File: src/rtl/opc_classifier_pkg.sv
package opc_classifier_pkg;

  localparam int OPC_W = 16;
  localparam int IDX_W = 4;
  localparam int VEC_W = 8;
  localparam int GRP_W = 4;
  localparam int CLS_W = 7;
  localparam int GEN_W = 3;
  localparam int NUM_GEN = 5;

  // one-hot bit positions of the class vector, low to high priority
  localparam int CL_NORMAL  = 0;
  localparam int CL_LINEA   = 1;
  localparam int CL_LINEF   = 2;
  localparam int CL_TRAP    = 3;
  localparam int CL_BKPT    = 4;
  localparam int CL_PRIV    = 5;
  localparam int CL_ILLEGAL = 6;

  localparam int ILLEGAL_VEC   = 4;
  localparam int BKPT_VEC      = 4;
  localparam int PRIV_VEC      = 8;
  localparam int LINEA_VEC     = 10;
  localparam int LINEF_VEC     = 11;
  localparam int TRAP_VEC_BASE = 32;

  // first generation that supports each feature
  localparam int GEN_CTRL_MOVE = 1;
  localparam int GEN_COPROC    = 2;
  localparam int GEN_LONG_OPS  = 2;
  localparam int GEN_CACHE     = 3;

  typedef struct packed {
    logic load;
  } ctrlStrobe_t;

  typedef struct packed {
    logic [CLS_W-1:0] cls;
    logic [IDX_W-1:0] idx;
    logic [VEC_W-1:0] vec;
    logic [GRP_W-1:0] grp;
  } classResult_t;

endpackage

File: src/rtl/opc_class_decode.sv
module opc_class_decode
  import opc_classifier_pkg::*;
(
  input  logic [OPC_W-1:0] opcode,
  input  logic [GEN_W-1:0] genSel,
  input  logic             supervisor,
  output classResult_t     result
);

  localparam logic [GEN_W-1:0] TOP_GEN = GEN_W'(NUM_GEN - 1);

  logic [GEN_W-1:0] effGen;
  logic [3:0]       major;
  logic             hasCtrlMove, hasCoproc, hasLongOps, hasCache;
  logic             isDedIllegal, isCtrlMove, isLongLink, isLongArith;
  logic             isTrap, isBkpt, isLineFGrp, isCache, isBlockMove, isMmu, isFpu;
  logic             fClaimed;
  logic [CLS_W-1:0] hit;
  logic [CLS_W-1:0] cls;
  logic             seen;

  assign effGen = (genSel > TOP_GEN) ? TOP_GEN : genSel;
  assign major  = opcode[15:12];

  assign hasCtrlMove = effGen >= GEN_W'(GEN_CTRL_MOVE);
  assign hasCoproc   = effGen >= GEN_W'(GEN_COPROC);
  assign hasLongOps  = effGen >= GEN_W'(GEN_LONG_OPS);
  assign hasCache    = effGen >= GEN_W'(GEN_CACHE);

  assign isDedIllegal = opcode == 16'h4AFC;
  assign isCtrlMove   = opcode[15:1] == 15'h273D;
  assign isLongLink   = opcode[15:3] == 13'h0901;
  assign isLongArith  = opcode[15:7] == 9'h098;
  assign isTrap       = opcode[15:4] == 12'h4E4;
  assign isBkpt       = opcode[15:3] == 13'h0909;
  assign isLineFGrp   = major == 4'hF;
  assign isCache      = isLineFGrp && (opcode[11:8] == 4'h4 || opcode[11:8] == 4'h5);
  assign isBlockMove  = opcode[15:3] == 13'h1EC4;
  assign isMmu        = isLineFGrp && opcode[11:9] == 3'd0;
  assign isFpu        = isLineFGrp && opcode[11:9] == 3'd1;

  assign fClaimed = isMmu || isFpu || ((isCache || isBlockMove) && hasCache);

  always_comb begin
    hit = '0;
    hit[CL_NORMAL]  = 1'b1;
    hit[CL_LINEA]   = major == 4'hA;
    hit[CL_LINEF]   = isLineFGrp && (!hasCoproc || !fClaimed);
    hit[CL_TRAP]    = isTrap;
    hit[CL_BKPT]    = isBkpt;
    hit[CL_PRIV]    = !supervisor &&
                      ((isCtrlMove && hasCtrlMove) || (isCache && hasCache));
    hit[CL_ILLEGAL] = isDedIllegal ||
                      (isCtrlMove && !hasCtrlMove) ||
                      ((isLongLink || isLongArith) && !hasLongOps) ||
                      (isBlockMove && hasCoproc && !hasCache);
  end

  // priority pick: highest matching position wins
  always_comb begin
    seen = 1'b0;
    cls  = '0;
    for (int k = CLS_W - 1; k >= 0; k--) begin
      cls[k] = hit[k] && !seen;
      seen   = seen || hit[k];
    end
  end

  always_comb begin
    result     = '0;
    result.cls = cls;
    if (cls[CL_ILLEGAL]) begin
      result.vec = VEC_W'(ILLEGAL_VEC);
    end else if (cls[CL_PRIV]) begin
      result.vec = VEC_W'(PRIV_VEC);
    end else if (cls[CL_TRAP]) begin
      result.idx = opcode[3:0];
      result.vec = VEC_W'(TRAP_VEC_BASE) + VEC_W'(opcode[3:0]);
    end else if (cls[CL_BKPT]) begin
      result.idx = IDX_W'(opcode[2:0]);
      result.vec = VEC_W'(BKPT_VEC);
    end else if (cls[CL_LINEA]) begin
      result.vec = VEC_W'(LINEA_VEC);
    end else if (cls[CL_LINEF]) begin
      result.vec = VEC_W'(LINEF_VEC);
    end else begin
      result.grp = major;
    end
  end

endmodule

File: src/rtl/opc_class_ctrl.sv
module opc_class_ctrl
  import opc_classifier_pkg::*;
(
  input  logic        clk,
  input  logic        rstN,
  input  logic        inValid,
  output ctrlStrobe_t strobe,
  output logic        outValid
);

  assign strobe.load = inValid;

  always_ff @(posedge clk or negedge rstN) begin
    if (!rstN) outValid <= 1'b0;
    else       outValid <= inValid;
  end

  p_valid_follows_r2: assert property (@(posedge clk) disable iff (!rstN)
    inValid |=> outValid);
  p_valid_drops_r2: assert property (@(posedge clk) disable iff (!rstN)
    !inValid |=> !outValid);

endmodule

File: src/rtl/opc_class_datapath.sv
module opc_class_datapath
  import opc_classifier_pkg::*;
(
  input  logic             clk,
  input  logic             rstN,
  input  ctrlStrobe_t      strobe,
  input  logic [OPC_W-1:0] opcode,
  input  logic [GEN_W-1:0] genSel,
  input  logic             supervisor,
  output logic [CLS_W-1:0] classOut,
  output logic [IDX_W-1:0] indexOut,
  output logic [VEC_W-1:0] vectorOut,
  output logic [GRP_W-1:0] groupOut
);

  classResult_t nextRes;
  classResult_t curRes;

  opc_class_decode u_decode (
    .opcode    (opcode),
    .genSel    (genSel),
    .supervisor(supervisor),
    .result    (nextRes)
  );

  always_ff @(posedge clk or negedge rstN) begin
    if (!rstN)            curRes <= '0;
    else if (strobe.load) curRes <= nextRes;
  end

  assign classOut  = curRes.cls;
  assign indexOut  = curRes.idx;
  assign vectorOut = curRes.vec;
  assign groupOut  = curRes.grp;

  p_onehot_r3: assert property (@(posedge clk) disable iff (!rstN)
    strobe.load |=> $onehot(classOut));
  p_hold_r2: assert property (@(posedge clk) disable iff (!rstN)
    !strobe.load |=> $stable(classOut) && $stable(indexOut) &&
                     $stable(vectorOut) && $stable(groupOut));
  p_linea_r4: assert property (@(posedge clk) disable iff (!rstN)
    strobe.load && opcode[15:12] == 4'hA |=> classOut[CL_LINEA] &&
                                             vectorOut == VEC_W'(LINEA_VEC));
  p_dedicated_r6: assert property (@(posedge clk) disable iff (!rstN)
    strobe.load && opcode == 16'h4AFC |=> classOut[CL_ILLEGAL] &&
                                          vectorOut == VEC_W'(ILLEGAL_VEC));
  p_trap_vec_r7: assert property (@(posedge clk) disable iff (!rstN)
    classOut[CL_TRAP] |-> vectorOut == VEC_W'(TRAP_VEC_BASE) + VEC_W'(indexOut));
  p_priv_vec_r9: assert property (@(posedge clk) disable iff (!rstN)
    classOut[CL_PRIV] |-> vectorOut == VEC_W'(PRIV_VEC) && indexOut == '0);
  p_group_only_normal_r13: assert property (@(posedge clk) disable iff (!rstN)
    !classOut[CL_NORMAL] |-> groupOut == '0);

endmodule

File: src/rtl/opc_classifier.sv
module opc_classifier
  import opc_classifier_pkg::*;
(
  input  logic        clk,
  input  logic        rstN,
  input  logic        inValid,
  input  logic [15:0] opcode,
  input  logic [2:0]  genSel,
  input  logic        supervisor,
  output logic        outValid,
  output logic [6:0]  classOut,
  output logic [3:0]  indexOut,
  output logic [7:0]  vectorOut,
  output logic [3:0]  groupOut
);

  ctrlStrobe_t strobe;

  opc_class_ctrl u_ctrl (
    .clk     (clk),
    .rstN    (rstN),
    .inValid (inValid),
    .strobe  (strobe),
    .outValid(outValid)
  );

  opc_class_datapath u_dp (
    .clk       (clk),
    .rstN      (rstN),
    .strobe    (strobe),
    .opcode    (opcode),
    .genSel    (genSel),
    .supervisor(supervisor),
    .classOut  (classOut),
    .indexOut  (indexOut),
    .vectorOut (vectorOut),
    .groupOut  (groupOut)
  );

endmodule

File: config.mk
export PLATFORM = sky130hd
export DESIGN_NAME = opc_classifier
export DESIGN_NICKNAME = d
export VERILOG_FILES = /design/src/rtl/opc_classifier_pkg.sv /design/src/rtl/opc_class_decode.sv /design/src/rtl/opc_class_ctrl.sv /design/src/rtl/opc_class_datapath.sv /design/src/rtl/opc_classifier.sv
export SDC_FILE = /design/constraint.sdc
export NUM_CORES = 1
export LEC_CHECK = 0
export BUFFER_PORTS_ARGS = -buffer_cell sky130_fd_sc_hd__buf_4
export CORE_AREA = 10 10 62 64
export CTS_BUF_LIST = sky130_fd_sc_hd__clkbuf_2
export CTS_CLUSTER_SIZE = 20
export DETAILED_ROUTE_END_ITERATION = 10
export DIE_AREA = 0 0 72 74
export PLACE_DENSITY = 0.73
export SETUP_SLACK_MARGIN = 0.3
export SYNTH_ARGS = -nofsm -noshare
export SYNTH_HDL_FRONTEND = slang
export SYNTH_SLANG_ARGS = --single-unit
File: constraint.sdc
create_clock -name clk -period 0.8 [get_ports clk]
set_input_delay 0.04 -clock clk [delete_from_list [all_inputs] [get_ports clk]]
set_output_delay 0.04 -clock clk [all_outputs]
set_load 0.005 [all_outputs]
==> impl_metrics.env, run 1 <==
export IMPL_status="finished, violations left"
export IMPL_failed_checks="negative hold slack, negative setup slack"
export IMPL_die_w_microns=72
export IMPL_peakVddDrop_mv=1.22
export IMPL_fin_worst_skew_ns=0
export IMPL_core_area_sq_mm=0.00266
export IMPL_hold_path_class="in2reg"
export IMPL_busiest_layer="met2"
export IMPL_finalCriticalPeriod_ns=1.12
export IMPL_setup_viol=40
export IMPL_netlist_area_sq_mm=0.00114
export IMPL_portBuffers=43
export IMPL_grt_total_usage=0.154
export IMPL_row_count=19
export IMPL_postSynthCellCount=117
export IMPL_reg2reg_slack_ns=-0.11
export IMPL_pwr_share_comb=0.295
export IMPL_fin_hold_ws_ns=-0.0448
export IMPL_rr_worst_depth=3
export IMPL_htree_levels=1
export IMPL_cellPowerDensity_mw_per_mm2=1020
export IMPL_clock_sinks=21
export IMPL_gp_congestion=0.918
export IMPL_synthAdderAreaFrac=0
export IMPL_worstSetupEndpointType="flip-flop"
export IMPL_hold_depth=2
export IMPL_gr_total_overflow=0
export IMPL_p_int_uw=1620
export IMPL_yosysWarnings=0
export IMPL_hold_path_end="u_ctrl.outValid$_DFF_PN0_"
export IMPL_vias_per_cell=5.48
export IMPL_clock_fmax_ghz=0.891
export IMPL_area_growth_pct=94.3
export IMPL_avgSynthCellArea_sq_um=9.73
export IMPL_hpwl_microns=2890
export IMPL_drive_above_1_share=0.644
export IMPL_cts_tree="built"
export IMPL_num_vias=1310
export IMPL_path_clk_slew_ns=0.19
export IMPL_rsz0062_at_grt="true"
export IMPL_placed_cells=216
export IMPL_synth_compound_area_share=0.196
export IMPL_groute_layer_met2_usage=0.285
export IMPL_antenna_found_initial=0
export IMPL_synth_xor_area_share=0
export IMPL_async_reset_ff_frac=1.00
export IMPL_pre_cts_slack_ns=-0.666
export IMPL_clockRootBuffer="clkbuf_2"
export IMPL_clock_latency_ns=0.31
export IMPL_pwr_share_clk=0.197
export IMPL_timing_rr_end="u_dp.indexOut[1]$_DFFE_PN0P_"
export IMPL_nets=232
export IMPL_cts_hold_buf=1
export IMPL_synth_top_flop_cell="dfrtp_1"
export IMPL_antenna_violating_nets_post_route=0
export IMPL_fin_setup_tns_ns=-6.51
export IMPL_antenna_cells_inserted=0
export IMPL_switching_share=0.282
export IMPL_r2r_start="u_dp.indexOut[1]$_DFFE_PN0P_"
export IMPL_synth_edf_count=0
export IMPL_power_total_uw=2260
export IMPL_hold_viol_final=1
export IMPL_ioPinCount=47
export IMPL_use_met1=0.167
export IMPL_worstSetupStartpointType="input pin"
export IMPL_ys_types=34
export IMPL_dieArea_sq_mm=0.00533
export IMPL_dpl_cell_area_sq_mm=0.00173
export IMPL_grt_max_degree=22
export IMPL_grtUsageMet3=0.0426
export IMPL_cts_made_buffers=3
export IMPL_critPathArrivalTime_ns=1.38
export IMPL_timing_max_transition_violations_final=0
export IMPL_fin_ws_ns=-0.323
export IMPL_initial_core_util=0.428
export IMPL_synth_mux_area_frac=0.0198
export IMPL_firstDrtPassIters=4
export IMPL_grt_pass1_wl_microns=6820
export IMPL_drc=0
export IMPL_min_delay_start="inValid"
export IMPL_wire_per_inst_microns=18.7
export IMPL_grt_pass1_vias=1449
export IMPL_synth_seq_cells=21
export IMPL_leakage_uw=0.00104
export IMPL_first_iter_violations=74
export IMPL_synth_top_family_by_area="simple AND/OR/NAND/NOR gates"
export IMPL_ys_seq_area_frac=0.462
export IMPL_wl_microns=4480
export IMPL_maxCapViolCount=0
export IMPL_clockBufferDepth=2
export IMPL_sequentialPowerShare=0.508
export IMPL_final_cells=239
export IMPL_die_height_microns=74
export IMPL_critical_path_required_ns=1.06
export IMPL_crit_path_max_fanout=5
export IMPL_fin_crit_sh=1.40
export IMPL_synthSimpleGateAreaFrac=0.267
export IMPL_final_area_sq_mm=0.00221
export IMPL_criticalPathCategory="in2reg"
export IMPL_power_switching_uw=638
## power groups by stage
| stage | clock network, uW | logic, uW | registers, uW |
|---|---|---|---|
| after floorplan | 0 | 160 | 1160 |
| after global placement | 0 | 479 | 1150 |
| after detailed placement | 0 | 491 | 1160 |
| after CTS | 454 | 599 | 1150 |
| after global routing | 480 | 716 | 1150 |
| final | 446 | 667 | 1150 |
## cells by family (layout without fill, tap and decap cells)
logic type,count (synthesis),count (layout)
AO/OA/AOI/OAI,30,30
buffers and inverters,11,100
flip-flops,21,21
multiplexers,2,2
other,1,3
AND/OR/NAND/NOR,52,52
## cell type report
cell class | instances | area [sq um]
fillers | 147 | 450
multi-input cells | 87 | 771
well taps | 31 | 38.8
clock buffers | 4 | 20.0
inverters | 5 | 18.8
flip-flops and latches | 21 | 526
repair buffers | 91 | 838
## state kept, by name, summed over array words and instances, names as in the netlist
name,flops
u_ctrl.outValid,1
u_dp.classOut,7
u_dp.groupOut,4
u_dp.indexOut,4
u_dp.vectorOut,5
## cells in the mapped netlist (all sizes together) (4+ instances only)
cell type | n | area [sq um]
nor2 | 7 | 28.8
buf | 4 | 33.8
o2bb2ai | 7 | 61.3
nor3 | 7 | 35.0
a21oi | 6 | 30.0
and4 | 4 | 37.5
nand2 | 16 | 60.1
o21ai | 6 | 30.0
inv | 5 | 18.8
dfrtp | 21 | 526
## per-layer routing
layer | vias to the layer above | part of all wire
met5 | - | 0
met4 | 0 | 0.029
met3 | 14 | 0.064
met2 | 47 | 0.51
met1 | 636 | 0.39
li1 | 613 | -
## stage by stage
step,hold slack (ns),util
after floorplan,-0.256,-
after global placement,-0.0720,0.651
after detailed placement,-0.0616,0.651
after CTS,-0.0585,0.773
after global routing,-0.0439,0.831
final,-0.0448,0.831
## layout by cell type (no fill, tap or decap), types with 4 or more instances in the layout
cell type	instances
dfrtp_1	21
nand2_1	11
buf_4	57
nor2_1	5
nand2_2	4
o2bb2ai_2	5
nor3_1	5
a21oi_2	4
clkbuf_2	4
inv_1	5
buf_6	28
## critical path, stage by stage
cell,delay [ns]
buf_6,0.09
nand4bb_4,0.30
nor4_4,0.27
and3_1,0.21
a211oi_2,0.05
buf_4,0.17
and3_4,0.15
o2bb2ai_2,0.10
## worst max path at each step
stage	start	to	slack, ns	cells past startpoint
2_1_floorplan	opcode[8]	u_dp.classOut[0]$_DFFE_PN0P_	-0.45	6
3_3_place_gp	opcode[8]	u_dp.groupOut[1]$_DFFE_PN0P_	-0.63	7
3_5_place_dp	opcode[8]	u_dp.classOut[0]$_DFFE_PN0P_	-0.67	7
4_1_cts	opcode[3]	u_dp.groupOut[3]$_DFFE_PN0P_	-0.26	7
5_1_grt	opcode[8]	u_dp.groupOut[3]$_DFFE_PN0P_	-0.38	7
6_report	opcode[8]	u_dp.vectorOut[2]$_DFFE_PN0P_	-0.32	8
## timing repair
item,4_1_cts,5_1_grt
setup buffers,11,7
resized for setup,50,21
hold endpoints to repair,22,1
endpoints found under the setup margin,41,41
pin swaps,14,10
No activity file was read; power rests on OpenSTA's default activity.
==> run 2, diff against run 1 <==
--- a/config.mk
+++ b/config.mk
@@ -6,11 +6,11 @@
 export NUM_CORES = 1
 export LEC_CHECK = 0
 export BUFFER_PORTS_ARGS = -buffer_cell sky130_fd_sc_hd__buf_4
-export CORE_AREA = 10 10 62 64
+export CORE_AREA = 2 2 54 56
 export CTS_BUF_LIST = sky130_fd_sc_hd__clkbuf_2
 export CTS_CLUSTER_SIZE = 20
 export DETAILED_ROUTE_END_ITERATION = 10
-export DIE_AREA = 0 0 72 74
+export DIE_AREA = 0 0 56 58
 export PLACE_DENSITY = 0.73
 export SETUP_SLACK_MARGIN = 0.3
 export SYNTH_ARGS = -nofsm -noshare
==> impl_metrics.env, run 2 (synthesis results as in run 1) <==
export IMPL_critPathArrivalTime_ns=1.39
export IMPL_clockRootBuffer="clkbuf_2"
export IMPL_die_height_microns=58
export IMPL_finalCriticalPeriod_ns=1.14
export IMPL_startpoint="opcode[5]"
export IMPL_maxCapViolCount=0
export IMPL_die_w_microns=56
export IMPL_portBuffers=43
export IMPL_antenna_cells_inserted=0
export IMPL_min_delay_start="inValid"
export IMPL_setup_viol=41
export IMPL_p_int_uw=1630
export IMPL_timing_max_transition_violations_final=0
export IMPL_critical_path_required_ns=1.05
export IMPL_sequentialPowerShare=0.497
export IMPL_crit_top_cell="buf_4"
export IMPL_worstSetupStartpointType="input pin"
export IMPL_clockBufferDepth=2
export IMPL_groute_layer_met2_usage=0.491
export IMPL_cts_made_buffers=3
export IMPL_drc=0
export IMPL_area_growth_pct=103
export IMPL_fin_worst_skew_ns=0
export IMPL_worstSetupEndpointType="flip-flop"
export IMPL_status="finished, violations left"
export IMPL_peakVddDrop_mv=1.44
export IMPL_switching_share=0.297
export IMPL_final_cell_mix="60 x buf_4, 35 x buf_6, 21 x dfrtp_1"
export IMPL_pwr_share_clk=0.192
export IMPL_fin_crit_sh=1.43
export IMPL_largest_register_ffs=7
export IMPL_worst_path_buf_inv=3
export IMPL_slowest_delay_ns=0.26
export IMPL_final_cells=247
export IMPL_worstMarginPinSlew_ns=0.490
export IMPL_r2r_start="u_dp.groupOut[3]$_DFFE_PN0P_"
export IMPL_placed_cells=218
export IMPL_first_iter_violations=50
export IMPL_leakage_uw=0.00109
export IMPL_cellPowerDensity_mw_per_mm2=999
export IMPL_grt_max_degree=22
export IMPL_gp_congestion=0.896
export IMPL_htree_levels=1
export IMPL_wire_per_inst_microns=19.4
export IMPL_antenna_found_initial=0
export IMPL_busiest_layer="met2"
export IMPL_grt_total_usage=0.282
export IMPL_nets=240
export IMPL_slowest_stage="a211oi_2"
export IMPL_clock_latency_ns=0.34
export IMPL_row_count=19
export IMPL_path_cells="buf_6 > or2b_1 > buf_4 > nor4_4 > and3_1 > a211oi_2 > buf_4 > and3_4 > o2bb2ai_2"
export IMPL_crit_path_max_fanout=4
export IMPL_hold_viol_final=0
export IMPL_hpwl_microns=2590
export IMPL_vias_per_cell=5.73
export IMPL_critPathTopFamily="simple AND/OR/NAND/NOR gates"
export IMPL_initial_core_util=0.428
export IMPL_grtUsageMet3=0.0268
export IMPL_clock_fmax_ghz=0.876
export IMPL_path_clk_slew_ns=0.20
export IMPL_failed_checks="negative setup slack"
export IMPL_grt_pass1_wl_microns=6950
export IMPL_use_met1=0.353
export IMPL_pre_cts_slack_ns=-0.686
export IMPL_grt_pass1_vias=1461
export IMPL_power_switching_uw=686
export IMPL_clock_sinks=21
export IMPL_fin_util=0.869
export IMPL_ioPinCount=47
export IMPL_hold_path_class="in2reg"
export IMPL_maxSlewHeadroom=0.671
export IMPL_rsz0062_at_grt="true"
export IMPL_antenna_violating_nets_post_route=0
export IMPL_core_area_sq_mm=0.00266
export IMPL_power_total_uw=2310
export IMPL_dieArea_sq_mm=0.00325
export IMPL_cts_tree="built"
export IMPL_criticalPathCategory="in2reg"
export IMPL_drive_above_1_share=0.671
export IMPL_cts_hold_buf=1
export IMPL_firstDrtPassIters=4
export IMPL_wl_microns=4790
export IMPL_fin_ws_ns=-0.342
export IMPL_layout_commonest_cell="buf_4"
export IMPL_num_vias=1416
export IMPL_pwr_share_comb=0.311
export IMPL_gr_total_overflow=0
[run 2: changes by cell type in the layout (fill, tap and decap cells not counted), moves of 2 or more]
cell	change
buf_6	+7
a22o_4	+3
o2bb2ai_2	+2
nand2_4	+2
o21ai_0	-2
a22o_2	-3
o2bb2ai_4	-2
buf_4	+3
[run 2: power by group through the flow]
stage	combinational, uW	sequential, uW	clock, uW
6_report	719	1150	444
5_1_grt	760	1150	505
4_1_cts	636	1150	454
3_5_place_dp	489	1160	0
3_3_place_gp	477	1150	0
2_1_floorplan	160	1160	0
[run 2: what timing repair did]
| item | in CTS | in global routing |
|---|---|---|
| setup endpoints to repair | 41 | 41 |
| resized for setup | 68 | 15 |
| pin swaps | 20 | 11 |
| endpoints found under the hold margin | 22 | 2 |
| setup buffers | 13 | 11 |
| gates cloned | 0 | 0 |
[run 2: path summary, 6_finish.rpt]
| kind | end | slack (ns) | cells after the start |
|---|---|---|---|
| max in group asynchronous | u_dp.indexOut[1]$_DFFE_PN0P_ | 0.49 | 2 |
| min in group asynchronous | u_dp.classOut[6]$_DFFE_PN0P_ | 0.09 | 2 |
| worst max-delay path | u_dp.vectorOut[2]$_DFFE_PN0P_ | -0.34 | 9 |
| worst min-delay path | u_dp.groupOut[0]$_DFFE_PN0P_ | 0.005 | 3 |
| worst min register to register | u_dp.classOut[5]$_DFFE_PN0P_ | 0.53 | 1 |
| worst max register to register | u_dp.groupOut[3]$_DFFE_PN0P_ | -0.12 | 2 |
[run 2: area by class of cell]
cell class,count,area [sq um]
Timing Repair Buffer,99,905
Multi-Input combinational cell,87,807
Sequential cell,21,526
Fill cell,118,348
Tap cell,31,38.8
Inverter,5,18.8
Clock buffer,3,15.0
Clock inverter,1,5.00
[run 2: worst register-to-register path, stage by stage (launching register included)]
cell,delay (ns)
dfrtp_1,0.45
buf_4,0.15
a22o_4,0.25
[run 2: through the flow]
step	area (sq um)	TNS (ns)	hold slack [ns]
3_5_place_dp	1750	-11.38	-0.0630
2_1_floorplan	1180	-4.66	-0.256
4_1_cts	2150	-5.42	-0.0189
5_1_grt	2310	-8.84	-0.0384
3_3_place_gp	1750	-10.62	-0.0694
6_report	2310	-7.04	0.00453
[run 2: metal layers]
| layer | routed length (microns) | share of wire | vias to the layer above |
|---|---|---|---|
| met5 | 0 | 0 | - |
| met4 | 160 | 0.033 | 0 |
| met3 | 265 | 0.055 | 20 |
| met2 | 2520 | 0.53 | 74 |
| met1 | 1840 | 0.38 | 691 |
| li1 | - | - | 631 |
